$ cat config.mk
export PLATFORM = sky130hd
export DESIGN_NAME = burst_addr_seq
export DESIGN_NICKNAME = d
export VERILOG_FILES = /design/src/rtl/bas_pkg.sv /design/src/rtl/bas_decode.sv /design/src/rtl/bas_counter.sv /design/src/rtl/bas_addr_gen.sv /design/src/rtl/burst_addr_seq.sv
export SDC_FILE = /design/constraint.sdc
export NUM_CORES = 1
export LEC_CHECK = 0
export BUFFER_PORTS_ARGS = -buffer_cell sky130_fd_sc_hd__buf_2
export CORE_MARGIN = 3
export CORE_UTILIZATION = 45
export CTS_CLUSTER_DIAMETER = 150
export DETAILED_ROUTE_END_ITERATION = 10
export PLACE_DENSITY = 0.87
export SLEW_MARGIN = 0
export SYNTH_ARGS = -nofsm -noshare
export SYNTH_HDL_FRONTEND = slang
export SYNTH_HIERARCHICAL = 1
export SYNTH_SLANG_ARGS = --single-unit
$ cat constraint.sdc
create_clock -name clk_i -period 1.47 [get_ports clk_i]
set_clock_uncertainty 0.05 [all_clocks]
set_input_delay 0.2205 -clock clk_i [delete_from_list [all_inputs] [get_ports clk_i]]
set_output_delay 0.2205 -clock clk_i [all_outputs]
set_load 0.1 [all_outputs]
$ cat src/rtl/bas_pkg.sv
package bas_pkg;
  localparam int unsigned ADDR_W  = 15;
  localparam int unsigned BURST_W = 2;

  typedef enum logic [2:0] {
    OP_DESEL    = 3'd0,
    OP_START_RD = 3'd1,
    OP_START_WR = 3'd2,
    OP_NEXT     = 3'd3,
    OP_HOLD     = 3'd4
  } bas_op_e;
endpackage

$ cat src/rtl/bas_decode.sv
module bas_decode
  import bas_pkg::*;
(
  input  logic    start_cpu_n_i,
  input  logic    start_ctl_n_i,
  input  logic    adv_n_i,
  input  logic    cs_n_i,
  input  logic    cs_hi_i,
  input  logic    cs2_n_i,
  output bas_op_e op_o
);
  logic sel;
  assign sel = !cs_n_i && cs_hi_i && !cs2_n_i;

  // processor start outranks controller start, but only while cs_n_i is low
  always_comb begin
    if (!cs_n_i && !start_cpu_n_i)
      op_o = sel ? OP_START_RD : OP_DESEL;
    else if (!start_ctl_n_i)
      op_o = sel ? OP_START_WR : OP_DESEL;
    else
      op_o = adv_n_i ? OP_HOLD : OP_NEXT;
  end
endmodule

$ cat src/rtl/bas_counter.sv
module bas_counter #(
  parameter int unsigned CNT_W = 2
) (
  input  logic             clk_i,
  input  logic             rst_ni,
  input  logic             clr_i,
  input  logic             inc_i,
  output logic [CNT_W-1:0] cnt_o
);
  localparam logic [CNT_W-1:0] CNT_ONE = CNT_W'(1);

  always_ff @(posedge clk_i or negedge rst_ni) begin
    if (!rst_ni)    cnt_o <= '0;
    else if (clr_i) cnt_o <= '0;
    else if (inc_i) cnt_o <= cnt_o + CNT_ONE;
  end

  a_r12_wrap: assert property (@(posedge clk_i) disable iff (!rst_ni)
    (inc_i && !clr_i && cnt_o == '1) |=> cnt_o == '0);
endmodule

$ cat src/rtl/bas_addr_gen.sv
module bas_addr_gen #(
  parameter int unsigned ADDR_W  = 15,
  parameter int unsigned BURST_W = 2
) (
  input  logic              clk_i,
  input  logic              rst_ni,
  input  logic              load_i,
  input  logic [ADDR_W-1:0] addr_i,
  input  logic [BURST_W-1:0] cnt_i,
  input  logic              mode_i,
  output logic [ADDR_W-1:0] addr_o
);
  localparam int unsigned HI_W = ADDR_W - BURST_W;

  logic [HI_W-1:0]    hi_q;
  logic [BURST_W-1:0] lo_q;
  logic [BURST_W-1:0] lo_xor, lo_add;

  always_ff @(posedge clk_i or negedge rst_ni) begin
    if (!rst_ni) begin
      hi_q <= '0;
      lo_q <= '0;
    end else if (load_i) begin
      hi_q <= addr_i[ADDR_W-1:BURST_W];
      lo_q <= addr_i[BURST_W-1:0];
    end
  end

  for (genvar b = 0; b < BURST_W; b++) begin : g_xor
    assign lo_xor[b] = lo_q[b] ^ cnt_i[b];
  end
  assign lo_add = lo_q + cnt_i;

  assign addr_o = {hi_q, mode_i ? lo_xor : lo_add};

  a_r9_hi_hold: assert property (@(posedge clk_i) disable iff (!rst_ni)
    !load_i |=> addr_o[ADDR_W-1:BURST_W] == $past(addr_o[ADDR_W-1:BURST_W]));
endmodule

$ cat src/rtl/burst_addr_seq.sv
module burst_addr_seq
  import bas_pkg::*;
#(
  parameter int unsigned AW = ADDR_W,
  parameter int unsigned BW = BURST_W
) (
  input  logic          clk_i,
  input  logic          rst_ni,
  input  logic [AW-1:0] addr_i,
  input  logic          start_cpu_n_i,
  input  logic          start_ctl_n_i,
  input  logic          adv_n_i,
  input  logic          cs_n_i,
  input  logic          cs_hi_i,
  input  logic          cs2_n_i,
  input  logic          wr_n_i,
  input  logic          mode_i,
  output logic [AW-1:0] addr_o,
  output logic          valid_o,
  output logic          write_o
);
  bas_op_e       op;
  logic          start;
  logic [BW-1:0] cnt;

  bas_decode u_dec (
    .start_cpu_n_i (start_cpu_n_i),
    .start_ctl_n_i (start_ctl_n_i),
    .adv_n_i       (adv_n_i),
    .cs_n_i        (cs_n_i),
    .cs_hi_i       (cs_hi_i),
    .cs2_n_i       (cs2_n_i),
    .op_o          (op)
  );

  assign start = (op == OP_START_RD) || (op == OP_START_WR);

  bas_counter #(.CNT_W(BW)) u_cnt (
    .clk_i  (clk_i),
    .rst_ni (rst_ni),
    .clr_i  (start),
    .inc_i  (valid_o && op == OP_NEXT),
    .cnt_o  (cnt)
  );

  bas_addr_gen #(.ADDR_W(AW), .BURST_W(BW)) u_agen (
    .clk_i  (clk_i),
    .rst_ni (rst_ni),
    .load_i (start),
    .addr_i (addr_i),
    .cnt_i  (cnt),
    .mode_i (mode_i),
    .addr_o (addr_o)
  );

  always_ff @(posedge clk_i or negedge rst_ni) begin
    if (!rst_ni) begin
      valid_o <= 1'b0;
      write_o <= 1'b0;
    end else begin
      unique case (op)
        OP_DESEL:    begin valid_o <= 1'b0; write_o <= 1'b0;     end
        OP_START_RD: begin valid_o <= 1'b1; write_o <= 1'b0;     end
        OP_START_WR: begin valid_o <= 1'b1; write_o <= !wr_n_i;  end
        default:     if (valid_o) write_o <= !wr_n_i;
      endcase
    end
  end

  a_r3_cpu_read: assert property (@(posedge clk_i) disable iff (!rst_ni)
    (!cs_n_i && !start_cpu_n_i && cs_hi_i && !cs2_n_i)
      |=> valid_o && !write_o && addr_o == $past(addr_i));

  a_r4_desel: assert property (@(posedge clk_i) disable iff (!rst_ni)
    (cs_n_i && !start_ctl_n_i) |=> !valid_o && !write_o);

  a_r10_stay_off: assert property (@(posedge clk_i) disable iff (!rst_ni)
    (!valid_o && start_ctl_n_i && (start_cpu_n_i || cs_n_i)) |=> !valid_o);

  a_r6_suspend: assert property (@(posedge clk_i) disable iff (!rst_ni)
    (valid_o && start_ctl_n_i && (start_cpu_n_i || cs_n_i) && adv_n_i)
      |=> valid_o && addr_o == $past(addr_o));

  a_r11_dir: assert property (@(posedge clk_i) disable iff (!rst_ni)
    (valid_o && start_ctl_n_i && (start_cpu_n_i || cs_n_i))
      |=> write_o == !$past(wr_n_i));
endmodule

==> run metrics <==
Boundary Pins between 40 and 50; chip width 50.90 µm; Syn Nets about 90; largest net degree at the start of global routing 20; CP startpoint u_cnt/cnt_o[1]; diode count 0; launch point of the worst hold path wr_n_i; min Tclk post-route around 1.6 ns; GRT Total Usage 0.1785; CP startpoint kind flop; Nets 150; H-tree depth 1; layout cells sized above 1 0.6911; sequential-to-total area share from yosys stat 0.5241; drt total wl 2.051 mm; flops & latches, synth 19; Pwr Total around 2500 µW; Max Slew Vio Count 0; Syn Area/Cell 13.96 µm²; crit-path max cell delay 0.42 ns; outcome finished with violations; final cell area excluding filler cells 0.001416 mm²; Avg Vias per Cell between 4 and 5; DIE AREA between 0.002 and 0.003 mm²; Layout area overhead 56.14%; worst reg2reg path startpoint u_cnt/cnt_o[0]; DR iter-0 viols 4; P_leak around 0.0007 µW; crit path DAT 1.35 ns; initial antenna violation count 0; CTS tree done; final hold violation count 0; first-pass GRT wire length roughly 3.4 mm; Worst Setup End Kind primary output; post-route ant nets 0; fin crit share 1.104; Fin Setup TNS -1.337 ns; Mapped Cells between 60 and 70; Max Cap Violations 0; # setup viols final 16; violated checks setup timing; gpl congestion about 0.7; Power Dens Cells between 1500 and 2000 mW/mm²; Max Root-Sink Buffers 2; Cell Rows 15; vias in the first global route around 800; crit path kind flop to primary output; Num CTS Buffers 3; drt wl/cell 13.86 µm; commonest non-fill, non-tap cells in the layout 36 x buf_2, 18 x dfrtp_1, 15 x mux2_4; Worst-Skew Late Latency ~0.29 ns; setup ws final -0.1527 ns; clk slew on worst S/H paths around 0.1 ns; post-layout util 0.7780; First-pass DRT Iterations 4; Fmax around 620 MHz; Buf+Inv Stages, Crit Path 1; Distinct cells, synth 22; core area 0.001821 mm²; Starting Density 0.4983; DP HPWL roughly 1.5 mm; via count between 700 and 800; worst min path class input pin to flop; commonest non-fill, non-tap cell in the layout buf_2; DRC Markers 0; RSZ-0062 raised after global routing yes; Root Driver clkbuf_4; Worst EP required about 1.2 ns; Max transition margin 0.6772; height of the die around 51 µm; clk sinks 19; CP max-delay cell dfrtp_1; dpl cell area roughly 0.0012 mm²; Worst Max-Slew Pin Slew between 0.4 and 0.5 ns; Post-Syn Area 907.1 µm²; CP max FO 2; Worst path top cell family by delay XOR/XNOR gates; synth warn 6; maximum VDD drop roughly 1.6 mV; GR Overflow Total 0; IO buf count 41; crit-path cells xnor2_2 -> xnor2_4 -> buf_12
-- synthesized netlist by cell type --
cell / instances / area [µm²]
dfrtp_1: 19 / 475.5
mux2_4: 10 / 150.1
nor2_1: 7 / 26.28
mux2_2: 5 / 56.30
xnor2_1: 4 / 35.03
a21oi_1: 2 / 10.01
nand2b_1: 2 / 12.51
nor3_1: 2 / 10.01
a211oi_1: 1 / 7.510
a21bo_1: 1 / 10.01
a21oi_2: 1 / 8.760
and4b_2: 1 / 11.26
buf_12: 1 / 20.02
buf_6: 1 / 11.26
ha_1: 1 / 12.51
nand2_1: 1 / 3.750
nand3b_1: 1 / 7.510
nand4bb_1: 1 / 11.26
nor2b_1: 1 / 6.260
o21ai_0: 1 / 5.000
o22ai_1: 1 / 6.260
or4b_1: 1 / 10.01
-- cell families (layout without fill, tap and decap cells) --
logic type                 count (synthesis)  count (layout)  synth area share
muxes                                     15              15            0.2276
adders and majority gates                  1               1           0.01379
DFF                                       19              19            0.5241
AOI/OAI and AO/OA                          7               7           0.05242
xor gates and xnor gates                   4               4           0.03862
buffers and inverters                      2              60           0.03448
and+or+nand+nor                           17              17            0.1090
-- layer usage --
metal | wire (µm) | track usage | vias up
li1 | - | - | 345
met1 | 820 | 0.2155 | 349
met2 | 1061 | 0.3022 | 28
met3 | 139 | 0.04956 | 5
met4 | 30 | 0.06726 | 0
met5 | 0 | 0 | -
-- final cells by class --
class / instances / area (µm²)
fill: 120 / 404.1
clock buffer: 4 / 26.28
tap: 25 / 31.28
multi-input combinational: 44 / 498.0
sequential: 19 / 476.7
timing repair buffer: 56 / 384.1
-- sequential cells by signal, summed over array words and instances, names as in the netlist --
| register | cells |
|---|---|
| u_agen/hi_q | 13 |
| u_agen/lo_q | 2 |
| u_cnt/cnt_o | 2 |
| valid_o | 1 |
| write_o | 1 |
-- stage by stage --
step	setup slack (ns)	cells	hold WS, ns
global placement	-0.3883	138	0.1151
finish	-0.1527	148	0.05666
detailed placement	-0.4264	138	0.1295
global route	-0.2288	148	0.04917
floorplan	-0.4149	65	-0.1251
CTS	-0.1697	149	0.05400
-- worst paths after layout --
kind | depth (start not counted) | to | slack (ns)
worst max-delay path | 3 | addr_o[1] | -0.15
worst min-delay path | 2 | write_o | 0.06
worst max register to register | 4 | u_cnt/cnt_o[1] | 0.36
worst min register to register | 1 | u_agen/hi_q[12] | 0.47
max in group asynchronous | 2 | valid_o | 0.72
min in group asynchronous | 2 | u_agen/hi_q[11] | 0.33
-- power by group --
group / internal (µW) / leakage [µW] / switching, µW
sequential: 640 / 0.000228 / 73.6
combinational: 430 / 0.000456 / 1080
clock: 106 / 0.0000150 / 155
total: 1170 / 0.000698 / 1310
-- worst reg2reg max path, cell delays in order (launching register included) --
cell and delay (ns):
dfrtp_1 0.42, buf_4 0.14, buf_4 0.13, a21bo_1 0.19, a21oi_2 0.12
-- timing repair --
| action | 4_1_cts | 5_1_grt |
|---|---|---|
| hold endpoints to repair | 19 | 0 |
| hold buffers | 1 | 0 |
| pin swaps | 4 | 7 |
| cloned | 1 | 0 |
| endpoints found under the setup margin | 17 | 19 |
| resized for setup | 14 | 8 |
| buffers inserted | 5 | 0 |
Power figures use the tool's default switching activity.
